## config.mk

```make
export PLATFORM = sky130hd
export DESIGN_NAME = irq_status_unit
export DESIGN_NICKNAME = d
export VERILOG_FILES = /design/src/rtl/irq_status_pkg.sv /design/src/rtl/chbusy_change_det.sv /design/src/rtl/antenna_slot_timer.sv /design/src/rtl/irq_status_reg.sv /design/src/rtl/irq_status_unit.sv
export SDC_FILE = /design/constraint.sdc
export NUM_CORES = 1
export LEC_CHECK = 0
export BUFFER_PORTS_ARGS = -buffer_cell sky130_fd_sc_hd__buf_2
export CAP_MARGIN = 15
export CORE_MARGIN = 4
export CORE_UTILIZATION = 30
export DETAILED_ROUTE_END_ITERATION = 8
export PLACE_DENSITY = 0.64
export SYNTH_ARGS = -nofsm -noshare
export SYNTH_HDL_FRONTEND = slang
export SYNTH_SLANG_ARGS = --single-unit
```

## constraint.sdc

```tcl
create_clock -name clk -period 1.7 [get_ports clk]
set_input_delay 0.17 -clock clk [delete_from_list [all_inputs] [get_ports clk]]
set_output_delay 0.17 -clock clk [all_outputs]
set_load 0.02 [all_outputs]
```

## src/rtl/irq_status_pkg.sv

```systemverilog
// Package: widths and bit positions shared by the interrupt status unit.
// Assumes two dedicated event sources sit above the generic ones.
package irq_status_pkg;
    localparam int GEN_EVENTS = 6;
    localparam int STAT_W     = GEN_EVENTS + 2;
    localparam int BIT_CHB    = STAT_W - 1;   // channel-busy change
    localparam int BIT_ANT    = STAT_W - 2;   // antenna slot end
    localparam int SLOT_W     = 8;
endpackage

```

## src/rtl/chbusy_change_det.sv

```systemverilog
// Module: registers the channel-busy input and flags any level change
// between two consecutive samples. Assumes chbusy_i is synchronous to clk.
module chbusy_change_det (
    input  logic clk,
    input  logic rst_n,
    input  logic chbusy_i,
    output logic change_o
);
    logic smp_q;
    logic prev_q;

    // Sample the input and keep the previous sample.
    always_ff @(posedge clk) begin
        if (!rst_n) begin
            smp_q  <= 1'b0;
            prev_q <= 1'b0;
        end else begin
            smp_q  <= chbusy_i;
            prev_q <= smp_q;
        end
    end

    // A change is a mismatch between the two samples.
    always_comb change_o = smp_q ^ prev_q;

    AST_CHB_CHANGE_SEEN: assert property (@(posedge clk) disable iff (!rst_n)
        (chbusy_i != smp_q) |=> change_o);
endmodule

```

## src/rtl/antenna_slot_timer.sv

```systemverilog
// Module: down-counter that reloads from the programmed slot length and
// emits one registered pulse per slot while enabled. Length 0 acts as 1.
module antenna_slot_timer #(
    parameter int W = 8
) (
    input  logic         clk,
    input  logic         rst_n,
    input  logic         en_i,
    input  logic [W-1:0] len_i,
    output logic         pulse_o
);
    logic [W-1:0] cnt_q;
    logic         pulse_q;

    // Count down while enabled; preload while disabled.
    always_ff @(posedge clk) begin
        if (!rst_n) begin
            cnt_q   <= '0;
            pulse_q <= 1'b0;
        end else if (!en_i) begin
            cnt_q   <= len_i;
            pulse_q <= 1'b0;
        end else if (cnt_q <= W'(1)) begin
            cnt_q   <= len_i;
            pulse_q <= 1'b1;
        end else begin
            cnt_q   <= cnt_q - W'(1);
            pulse_q <= 1'b0;
        end
    end

    always_comb pulse_o = pulse_q;

    AST_SLOT_QUIET_OFF: assert property (@(posedge clk) disable iff (!rst_n)
        !en_i |=> !pulse_o);
endmodule

```

## src/rtl/irq_status_reg.sv

```systemverilog
// Module: bank of sticky status bits with event set, write-one-clear and a
// per-bit hardware clear. Priority per bit: hardware clear, then set, then W1C.
module irq_status_reg #(
    parameter int W = 8
) (
    input  logic         clk,
    input  logic         rst_n,
    input  logic [W-1:0] set_i,
    input  logic [W-1:0] hwclr_i,
    input  logic         wr_i,
    input  logic [W-1:0] wdata_i,
    output logic [W-1:0] stat_o
);
    logic [W-1:0] stat_q;

    for (genvar b = 0; b < W; b++) begin : g_bit
        // Update one status bit by its fixed priority.
        always_ff @(posedge clk) begin
            if (!rst_n)
                stat_q[b] <= 1'b0;
            else if (hwclr_i[b])
                stat_q[b] <= 1'b0;
            else if (set_i[b])
                stat_q[b] <= 1'b1;
            else if (wr_i && wdata_i[b])
                stat_q[b] <= 1'b0;
        end
    end

    always_comb stat_o = stat_q;

    AST_W1C_CLEARS: assert property (@(posedge clk) disable iff (!rst_n)
        wr_i |=> ((stat_q & $past(wdata_i & ~set_i)) == '0));
    AST_NO_SPURIOUS_SET: assert property (@(posedge clk) disable iff (!rst_n)
        1'b1 |=> ((stat_q & ~$past(stat_q | set_i)) == '0));
    AST_SET_WINS: assert property (@(posedge clk) disable iff (!rst_n)
        1'b1 |=> (($past(set_i & ~hwclr_i) & ~stat_q) == '0));
    AST_HWCLR_WINS: assert property (@(posedge clk) disable iff (!rst_n)
        1'b1 |=> ((stat_q & $past(hwclr_i)) == '0));
endmodule

```

## src/rtl/irq_status_unit.sv

```systemverilog
// Module: top of the interrupt status unit. Wires the channel-busy change
// detector, slot timer and status bank together, and holds the enable word
// and the interrupt output. Assumes all inputs are synchronous to clk.
module irq_status_unit
    import irq_status_pkg::*;
(
    input  logic              clk,
    input  logic              rst_n,
    input  logic              chbusy_i,
    input  logic              slot_en_i,
    input  logic [SLOT_W-1:0] slot_len_i,
    input  logic              rx_reset_i,
    input  logic [GEN_EVENTS-1:0] gen_evt_i,
    input  logic              stat_wr_i,
    input  logic [STAT_W-1:0] stat_wdata_i,
    input  logic              mask_wr_i,
    input  logic [STAT_W-1:0] mask_wdata_i,
    output logic [STAT_W-1:0] status_o,
    output logic [STAT_W-1:0] mask_o,
    output logic              irq_o
);
    logic              chb_change;
    logic              slot_pulse;
    logic [STAT_W-1:0] set_vec;
    logic [STAT_W-1:0] hwclr_vec;
    logic [STAT_W-1:0] mask_q;

    chbusy_change_det u_chb (
        .clk      (clk),
        .rst_n    (rst_n),
        .chbusy_i (chbusy_i),
        .change_o (chb_change)
    );

    antenna_slot_timer #(.W(SLOT_W)) u_slot (
        .clk     (clk),
        .rst_n   (rst_n),
        .en_i    (slot_en_i),
        .len_i   (slot_len_i),
        .pulse_o (slot_pulse)
    );

    // Collect event sets and hardware clears per status bit.
    always_comb begin
        set_vec            = '0;
        set_vec[GEN_EVENTS-1:0] = gen_evt_i;
        set_vec[BIT_ANT]   = slot_pulse;
        set_vec[BIT_CHB]   = chb_change;
        hwclr_vec          = '0;
        hwclr_vec[BIT_ANT] = rx_reset_i;
    end

    irq_status_reg #(.W(STAT_W)) u_stat (
        .clk     (clk),
        .rst_n   (rst_n),
        .set_i   (set_vec),
        .hwclr_i (hwclr_vec),
        .wr_i    (stat_wr_i),
        .wdata_i (stat_wdata_i),
        .stat_o  (status_o)
    );

    // Hold the interrupt enable word.
    always_ff @(posedge clk) begin
        if (!rst_n)
            mask_q <= '0;
        else if (mask_wr_i)
            mask_q <= mask_wdata_i;
    end

    // Raise the interrupt when any enabled bit is pending.
    always_comb begin
        mask_o = mask_q;
        irq_o  = |(status_o & mask_q);
    end

    AST_MASKED_SILENT: assert property (@(posedge clk) disable iff (!rst_n)
        (mask_o == '0) |-> !irq_o);
    AST_IRQ_NEEDS_STATUS: assert property (@(posedge clk) disable iff (!rst_n)
        irq_o |-> (status_o != '0));
    AST_RESET_CLEAN: assert property (@(posedge clk)
        $past(!rst_n) |-> (status_o == '0 && mask_o == '0));
endmodule

```

==> flow_summary.yaml <==
run_status:
  outcome: "finished, final reports clean"
place:
  dp_slack_ns: 0.00126
  place.port_buffers: 53
  place_area_mm2: 0.00148
  place.gp.congestion: 0.745
  dp_hpwl_um: 1970
logic_synthesis:
  ys_types: 24
  yosys.area_share.simple_pct: 20.6
  netlist_top_cells_count: "dfxtp_1 (27), nor2b_1 (16), nand2_1 (12), a21oi_1 (11), mux2i_1 (10)"
  seq_area_frac_synth_pct: 46.9
  yosysTopAreaCellShare_pct: 46.9
  yosysMostFrequentCell: "dfxtp_1"
  yosys_warnings: 0
  syn_area_per_cell_um2: 9.78
  synth_top_cells_by_area: "dfxtp_1 (47%), mux2i_1 (8.7%), nor2b_1 (8.7%)"
  synth_area_mm2: 0.00115
  synthAdderAreaFrac_pct: 2.17
  synth-seq-cells: 27
  ys.flop_type: "dfxtp_1"
  synth_compound_area_share_pct: 13.1
  synth_mux_area_share_pct: 8.68
  synth_edf_count: 0
  synth-xor-area-share_pct: 5.31
  async_reset_ff_share_pct: 0
  syn-instance-count: 118
  synth_top_family_by_area: "simple AND/OR/NAND/NOR gates"
  synthesis.nets: 157
  yosys.area.top_type: "dfxtp_1"
sta:
  max-slew-margin-rel_pct: 75.0
  slew_violations: 0
  final-setup-viol-count: 0
  finalWorstSetupSlack_ns: 0.0368
  tightest_slew_ns: 0.373
  fin_crit_ns: 1.66
  hold_viol: 0
  max_freq_ghz: 0.601
  whs_ns: 0.0481
  clock_skew_ns: 0.00348
  grt_setup_unrepaired: "no"
  finalCritPeriodShare_pct: 97.8
die:
  rows: 22
  dieHeight_um: 70.0
  ios: 54
  die_w_um: 70.0
  core-area_mm2: 0.00369
  die_area_mm2: 0.00490
  floorplan.initialDensity_pct: 31.3
flow_run:
  drv_cap: 0
setup_path:
  cp.arrival_ns: 1.83
  crit_slowest_cell: "or4_4"
  path_max_fanout: 7
  crit_path_max_incr_delay_ns: 0.56
  worstPathCellList: "or4_4 > o41a_4 > mux2i_1 > and2_1"
  crit_path_end_kind: "flip-flop"
  worst_setup_path_start_kind: "flip-flop"
  cp.required_ns: 1.87
  crit_type: "flip-flop to flip-flop"
clock_tree:
  cts_hold_buf: 0
  cts_tree: "yes"
  clockRootBuffer: "clkbuf_8"
  cts_buffer_depth: 2
  post_cts_buffers: 0
  clkSlewWorstSetupHoldPaths_ns: 0.09
  clkSinkCount: 27
  h-tree-depth: 1
  cts_buffers: 3
  insertion_delay_ns: 0.26
detailed_routing:
  vias: 970
  drt_iter0_drc: 28
  wl_um: 2540
  ant_nets: 0
  via_per_inst: 4.37
  drc: 0
  wl_per_cell_um: 11.4
  first_pass_iters: 4
global_routing:
  antenna_found_initial: 0
  grt_usage_pct: 10.1
  overflow: 0
  grt_pass1_vias: 968
  grt_pass1_wl_um: 4120
  grt_max_degree: 28
final_layout:
  final_util_pct: 41.8
  drive_gt1_share_pct: 37.9
  final_nets: 214
  final_area_mm2: 0.00154
  antennaDiodeCount: 0
  area_growth_pct: 33.5
hold_path:
  hold_class: "input pin to flip-flop"
pwr:
  p_leak_nw: 0.753
  irDropWorstVdd_mv: 0.501
  power_density_mw_per_mm2: 908
  design_power_total_mw: 1.40
cell type report:
cell class,count,area [µm²]
fillers,391,2150
multi-input cells,84,593
flip-flops and latches,27,542
well taps,48,60.1
clock buffers,3,41.3
clock inverters,1,5.00
repair buffers,56,288
inverters,3,11.3
flip-flops by register name, indices dropped and copies added (netlist names):
signal and flops:
u_slot.pulse_o 1, u_slot.cnt_q 8, u_chb.smp_q 1, mask_o 8, u_stat.stat_o 8, u_chb.prev_q 1
where the power goes:
group	total (mW)	internal [mW]	switching (mW)	leakage, nW
logic	0.324	0.163	0.161	0.503
registers	0.724	0.684	0.0395	0.224
clock network	0.351	0.164	0.187	0.0255
critical path: cells and delay by family (launching register included):
kind	cells	cell delay (ns)
AO/OA/AOI/OAI	1	0.41
AND/OR/NAND/NOR	2	0.70
flip-flops	1	0.33
multiplexers	1	0.13
metal layers:
| layer | track usage, % | share of wire [%] | up-vias |
|---|---|---|---|
| met2 | 17.0 | 42 | 41 |
| met3 | 3.17 | 11 | 2 |
| met1 | 12.6 | 46 | 411 |
| li1 | - | - | 516 |
| met5 | 0 | 0 | - |
| met4 | 2.55 | 0.28 | 0 |
cell usage in the layout, fill, tap and decap left out, types with 2 or more instances in the layout:
cell type / instances
nor3b_1: 2
clkbuf_8: 3
inv_1: 3
nor2b_1: 16
dfxtp_1: 26
and2_1: 3
buf_4: 3
ha_1: 2
nor2_1: 2
xnor2_1: 5
buf_2: 53
o211a_1: 3
xor2_1: 2
a22oi_1: 4
o21ai_0: 2
mux2i_1: 10
a21oi_1: 11
nand2_1: 12
timing repair:
item,CTS,global route
setup endpoints to repair,1,5
cloned,0,1
resized for setup,1,2
cell families after synthesis:
| family | after synthesis |
|---|---|
| compound gates | 22 |
| xor+xnor | 7 |
| fa+ha+maj | 2 |
| buf+inv | 8 |
| flops | 27 |
| mux | 10 |
| simple gates | 42 |
stage by stage:
step | TNS (ns) | std cells
2_1_floorplan | 0 | 118
3_3_place_gp | 0 | 217
3_5_place_dp | 0 | 217
4_1_cts | -0.000498 | 221
5_1_grt | 0 | 222
6_report | 0 | 222
path summary, 6_finish.rpt:
| path | start | endpoint | slack [ns] | depth (start not counted) |
|---|---|---|---|---|
| worst min-delay path | rx_reset_i | u_stat.stat_o[6] | 0.05 | 2 |
| worst min register to register | u_chb.smp_q | u_chb.prev_q | 0.48 | 1 |
| worst max register to register | u_slot.cnt_q[4] | u_slot.cnt_q[1] | 0.04 | 4 |
| worst max-delay path | u_slot.cnt_q[4] | u_slot.cnt_q[1] | 0.04 | 4 |
Power figures use the tool's default switching activity.
